File: src/rtl/counted_reset_seq.sv
module counted_reset_seq #(
  parameter int WINDOW     = 1024,
  parameter int SYNC_DEPTH = 2
) (
  input  logic clk_ref,
  input  logic pwr_good,
  input  logic rst_pin_n,
  input  logic mode_pin,
  output logic rst_int,
  output logic mode_hw
);

  localparam int CW = $clog2(WINDOW);
  localparam logic [CW-1:0] LAST = CW'(WINDOW - 1);

  logic [SYNC_DEPTH-1:0] sync_q;
  logic [CW-1:0]         cnt;
  logic                  busy;
  logic                  armed;
  logic                  por;
  logic                  mode_q;

  wire pin_s = sync_q[SYNC_DEPTH-1];
  wire last  = (cnt == LAST);

  always_ff @(posedge clk_ref or negedge pwr_good)
    if (!pwr_good) sync_q <= '1;
    else           sync_q <= {sync_q[SYNC_DEPTH-2:0], rst_pin_n};

  always_ff @(posedge clk_ref or negedge pwr_good) begin
    if (!pwr_good) begin
      busy   <= 1'b1;
      cnt    <= '0;
      armed  <= 1'b0;
      por    <= 1'b1;
      mode_q <= 1'b0;
    end else if (busy) begin
      armed <= 1'b0;
      if (por) mode_q <= mode_pin;
      if (last) begin
        busy <= 1'b0;
        cnt  <= '0;
        por  <= 1'b0;
      end else begin
        cnt <= cnt + 1'b1;
      end
    end else if (armed && !pin_s) begin
      busy  <= 1'b1;
      armed <= 1'b0;
    end else if (pin_s) begin
      armed <= 1'b1;
    end
  end

  assign rst_int = busy;
  assign mode_hw = mode_q;

  assert_release_at_end_R2: assert property (@(posedge clk_ref) disable iff (!pwr_good)
    $fell(rst_int) |-> $past(cnt) == LAST);

  assert_window_counts_R3: assert property (@(posedge clk_ref) disable iff (!pwr_good)
    (busy && !last) |=> (busy && cnt == CW'($past(cnt) + 1'b1)));

  assert_start_needs_low_pin_R3: assert property (@(posedge clk_ref) disable iff (!pwr_good)
    $rose(rst_int) |-> $past(!pin_s && armed));

  assert_no_start_unarmed_R5: assert property (@(posedge clk_ref) disable iff (!pwr_good)
    (!busy && !armed) |=> !busy);

  assert_mode_frozen_R6: assert property (@(posedge clk_ref) disable iff (!pwr_good)
    !por |=> $stable(mode_q));

endmodule

File: config.mk
export PLATFORM = sky130hd
export DESIGN_NAME = counted_reset_seq
export DESIGN_NICKNAME = d
export VERILOG_FILES = /design/src/rtl/counted_reset_seq.sv
export SDC_FILE = /design/constraint.sdc
export NUM_CORES = 1
export LEC_CHECK = 0
export ABC_CLOCK_PERIOD_IN_PS = 2700
export BUFFER_PORTS_ARGS = -buffer_cell sky130_fd_sc_hd__buf_2
export CAP_MARGIN = 0
export CORE_AREA = 2 2 46 48
export CTS_CLUSTER_SIZE = 16
export DETAILED_ROUTE_END_ITERATION = 8
export DIE_AREA = 0 0 48 50
export GPL_ROUTABILITY_DRIVEN = 0
export PLACE_DENSITY = 0.52
export SLEW_MARGIN = 25
export SYNTH_ARGS = -nofsm -noshare
export SYNTH_HDL_FRONTEND = slang
export SYNTH_SLANG_ARGS = --single-unit
File: constraint.sdc
create_clock -name clk_ref -period 2.7 [get_ports clk_ref]
set_clock_uncertainty 0.15 [all_clocks]
set_input_delay 0.135 -clock clk_ref [delete_from_list [all_inputs] [get_ports clk_ref]]
set_output_delay 0.135 -clock clk_ref [all_outputs]
set_load 0.03 [all_outputs]
After elaboration in Yosys (flattened, before gate mapping)
Cells that the tools add are included.
Storage, ports and cells
  bits in registers: 16
  latch bits: 0
  bits in writable memories: 0
  memory bits (read-only): 0
  input port bits: 4
  output and inout bits: 2
  memories kept: 0
Cells by class
  add/subtract/negate cells: 1
  $mul: 0
  divide/modulo/power cells: 0
  $lt $le $gt $ge: 0
  eq/ne operators: 1
  shift operators: 0
  mux-type cells: 7
  bitwise gates (word level): 0
  reductions and logical operators: 5
Operator list (number)
  10-bit by 1-bit adder with 10-bit output (second input constant): 1
  10-bit == test (second input constant): 1
  10-bit two-way mux: 1
  1-bit two-way mux: 6
  2-bit AND reduction: 2
  3-bit nonzero test: 1
  1-bit logical AND: 1
  1-bit logical NOT: 1

Logic depth before layout (Yosys ltp)
  word-level depth: 4
  mapped depth: 4
  depth with buffers taken out: 4

Worst setup path after synthesis
OpenSTA, ideal clock, no wires.
  kind: register -> register
  from: register busy, in the netlist rst_int
  to: register cnt[8]
  library setup time: 0.079 ns
  arrival time: 1.359 ns
  slack: 1.112 ns
  stages on the path, launching flop included: 5
  buffers on the path: 1
  clock period less this slack: 1.588 ns
  path through: dfstp_2 buf_4 nand4_1 nor3_1 xor2_1
RTL lines
  start, declared: RTL line 18  | logic busy;
  start signal, assigned: RTL line 32  | busy <= 1'b1;
  start signal, assigned: RTL line 41  | busy <= 1'b0;
  start signal, assigned: RTL line 48  | busy <= 1'b1;
  end signal, assigned: RTL line 45  | cnt <= cnt + 1'b1;
  end, declared: RTL line 17  | logic [CW-1:0] cnt;

Worst setup path in the final report
  from: register busy, in the netlist rst_int
  to: register por
On the way
  word-level cells in the longest chain between the ends: 1
Ends and longest elaborated chain
  2-bit AND reduction (no source line)
  end signal, assigned: RTL line 35  | por <= 1'b1;
  end signal, assigned: RTL line 43  | por <= 1'b0;
  end, declared: RTL line 20  | logic por;
No other way between the ends.
A chain may end at the register's enable or synchronous reset.

==> impl_metrics.sql <==
INSERT INTO impl_metrics (metric_group, metric, value, unit) VALUES
('outcome', 'result_of_the_run', 'complete, no violations', ''),
('clocking', 'tritoncts', 'yes', ''),
('clocking', 'cts-htree-levels', '1', ''),
('clocking', 'clock_sink_count', '16', ''),
('drt', 'route.detailed.wl_per_inst', '12.0', 'um'),
('yosys', 'post_synth.cell_area_avg', '10.6', 'um^2'),
('worst_hold_path', 'holdCritPathClass', 'primary input to async pin', ''),
('drt', 'remaining_drc_errors', '0', ''),
('floorplan', 'fp.dieH', '50', 'um'),
('power', 'power_density', '940', 'mW/mm^2'),
('floorplan', 'std_cell_rows', '16', ''),
('layout', 'layout.cells.most_common', 'dfrtp_1', ''),
('sta', 'report.final.slew_viol_count', '0', ''),
('place', 'hpwlAfterDp', '860', 'um'),
('drt', 'vias', '526', ''),
('layout', 'area_delta_synth_final', '16.5', '%'),
('floorplan', 'num_io_pins', '6', ''),
('yosys', 'synth_warnings', '0', ''),
('layout', 'nNetsFinal', '84', ''),
('clocking', 'clock_tree.buffer_depth', '2', ''),
('sta', 'timing.final.setup_violations', '0', ''),
('yosys', 'postSynthCellCount', '67', ''),
('yosys', 'synthDominantCellAreaShare', '0.421', ''),
('critical_path', 'required', '2.76', 'ns'),
('global_routing', 'number_of_global_route_vias_before_repair', '476', ''),
('yosys', 'ys_seq_area_frac', '0.568', ''),
('yosys', 'syn-num-nets', '72', ''),
('power', 'leakagePower', '0.355', 'nW'),
('critical_path', 'worstPathArrival', '1.69', 'ns'),
('sta', 'timing.slew.headroom', '0.751', ''),
('drt', 'viasPerCell', '5.01', ''),
('sta', 'rsz0062_at_grt', 'no', ''),
('layout', 'final.fill_count', '182', ''),
('clocking', 'cts_inserted_buffers', '3', ''),
('critical_path', 'critPathMaxFanout', '12', ''),
('clocking', 'post-cts-setup-buffer-count', '0', ''),
('layout', 'final_core_util', '0.437', ''),
('sta', 'min_period', '1.63', 'ns'),
('critical_path', 'worst_setup_path_end_kind', 'flop', ''),
('global_routing', 'grt_max_degree', '17', ''),
('flow_run', 'maxCapViolations', '0', ''),
('critical_path', 'crit_start', 'rst_int$_DFF_PN1_', ''),
('floorplan', 'initial_core_util', '0.375', ''),
('place', 'io_buffers', '5', ''),
('drt', 'ant_nets', '0', ''),
('drt', 'wirelength', '1260', 'um'),
('critical_path', 'critical_path.startpoint_type', 'flop', ''),
('floorplan', 'die_width', '48', 'um'),
('layout', 'commonest_cells_after_routing_fill_and_taps_aside', 'dfrtp_1 (12), nand2_1 (9), buf_2 (5)', ''),
('yosys', 'post_synth_num_cell_types', '24', ''),
('global_routing', 'global_route.overflow_total', '0', ''),
('clocking', 'cts_root_buf', 'clkbuf_4', ''),
('floorplan', 'placeableCoreArea', '0.00190', 'mm^2'),
('clocking', 'worst_setup_hold_path_clk_slew', '0.10', 'ns'),
('layout', 'antenna-diode-count', '0', ''),
('critical_path', 'rr_worst_depth', '3', ''),
('clocking', 'cts_hold_repair_buffers', '3', ''),
('critical_path', 'r2r_setup_slack', '1.07', 'ns'),
('yosys', 'post_synth_instance_area', '713', 'um^2'),
('global_routing', 'grt_first_pass_wirelength', '2100', 'um'),
('sta', 'post-route-period-util', '0.604', ''),
('clocking', 'clk-insertion-delay-late', '0.29', 'ns'),
('yosys', 'yosys-top-cells-area', 'dfrtp_1 (42%), dfstp_2 (15%), nand2_1 (4.7%), xnor2_1 (3.7%), nand3_1 (2.8%)', ''),
('sta', 'worst_pin_slew', '0.364', 'ns'),
('sta', 'final-hold-violation-count', '0', ''),
('critical_path', 'crit_type', 'flop to flop', ''),
('critical_path', 'origin_of_the_critical_flop_to_flop_path', 'rst_int$_DFF_PN1_', ''),
('power', 'vdd_ir_drop_max', '448', 'uV'),
('sta', 'max_freq', '613', 'MHz'),
('layout', 'post_route_cells_drive_above_1_share', '0.205', ''),
('floorplan', 'fp.dieArea', '0.00240', 'mm^2'),
('drt', 'detailedRoute.firstIterationViolations', '16', ''),
('power', 'post-layout-total-power', '781', 'uW'),
('critical_path', 'crit-reg2reg-capture', 'por$_DFFE_PN1P_', ''),
('sta', 'setup_total_negative_slack', '0', 'ns'),
('global_routing', 'grt_usage', '0.123', ''),
('drt', 'first_pass_iters', '4', ''),
('clocking', 'cts_resized', '0', ''),
('yosys', 'synth.ff_latch_count', '16', ''),
('yosys', 'synthDominantAreaCellType', 'dfrtp_1', ''),
('global_routing', 'initial_antenna_violation_count', '0', '');
## report_power, final
part           switching (mW)  internal (mW)
logic                   0.132         0.0991
clock network          0.0784         0.0820
registers              0.0818          0.308
## synthesized netlist by cell type
cell type	instances
nand4_1	3
xor2_1	1
nand3_1	4
or3_1	3
mux2_2	1
a2111oi_0	1
o21ai_0	1
nor2_1	4
dfstp_2	4
o311ai_0	1
o211ai_1	2
inv_1	4
a21oi_1	3
o41ai_1	1
nor3_1	3
mux2i_1	1
nand3_2	2
ha_1	1
dfrtp_1	12
buf_4	1
nor2b_1	1
o31ai_1	1
xnor2_1	3
nand2_1	9
## worst max-delay path: stages, from the launching register on
cell     delay (ns)
dfstp_2        0.67
nand4_1        0.26
nor3_1         0.38
nor2b_1        0.09
## layer usage
layer | vias to the layer above | routed length [um] | GRT usage
li1 | 261 | - | -
met3 | 2 | 54 | 0.0330
met2 | 18 | 558 | 0.173
met1 | 245 | 640 | 0.179
met4 | 0 | 9 | 0.0405
met5 | - | 0 | 0
## worst max-delay path by stage
stage | to | slack, ns | cells past startpoint
after floorplan | cnt[8]$_DFFE_PN0P_ | 1.11 | 4
after detailed placement | por$_DFFE_PN1P_ | 1.08 | 3
after CTS | por$_DFFE_PN1P_ | 1.06 | 3
after global routing | por$_DFFE_PN1P_ | 0.94 | 4
final | por$_DFFE_PN1P_ | 1.07 | 3
after global placement | cnt[9]$_DFFE_PN0P_ | 1.08 | 3
## cell families (layout without fill, tap and decap cells)
family / after synthesis / after routing / synth area share
simple gates: 29 / 29 / 0.207
flops: 16 / 16 / 0.568
compound gates: 10 / 10 / 0.0965
buf+inv: 5 / 16 / 0.0316
xor+xnor: 4 / 4 / 0.0491
mux: 2 / 2 / 0.0298
fa+ha+maj: 1 / 1 / 0.0175
## stage by stage
step / cells / hold slack, ns / setup WS (ns) / cell area [um^2]
CTS: 105 / 0.135 / 1.06 / 831
global placement: 98 / -0.0809 / 1.08 / 764
global route: 105 / 0.162 / 0.939 / 831
finish: 105 / 0.129 / 1.07 / 831
floorplan: 67 / -0.311 / 1.11 / 713
detailed placement: 98 / -0.0905 / 1.08 / 764
## state kept, by name, indices dropped and copies added (netlist names)
signal   flops
cnt         10
mode_hw      1
sync_q       2
rst_int      1
por          1
armed        1
## final cells by class
class	count	area, um^2	share of cell area
Sequential cell	16	405	0.488
Multi-Input combinational cell	46	285	0.343
Timing Repair Buffer	8	55.1	0.0663
Clock buffer	4	36.3	0.0437
Tap cell	27	33.8	0.0407
Inverter	4	15.0	0.0181
Note: power is estimated with default switching activity, not from simulation.
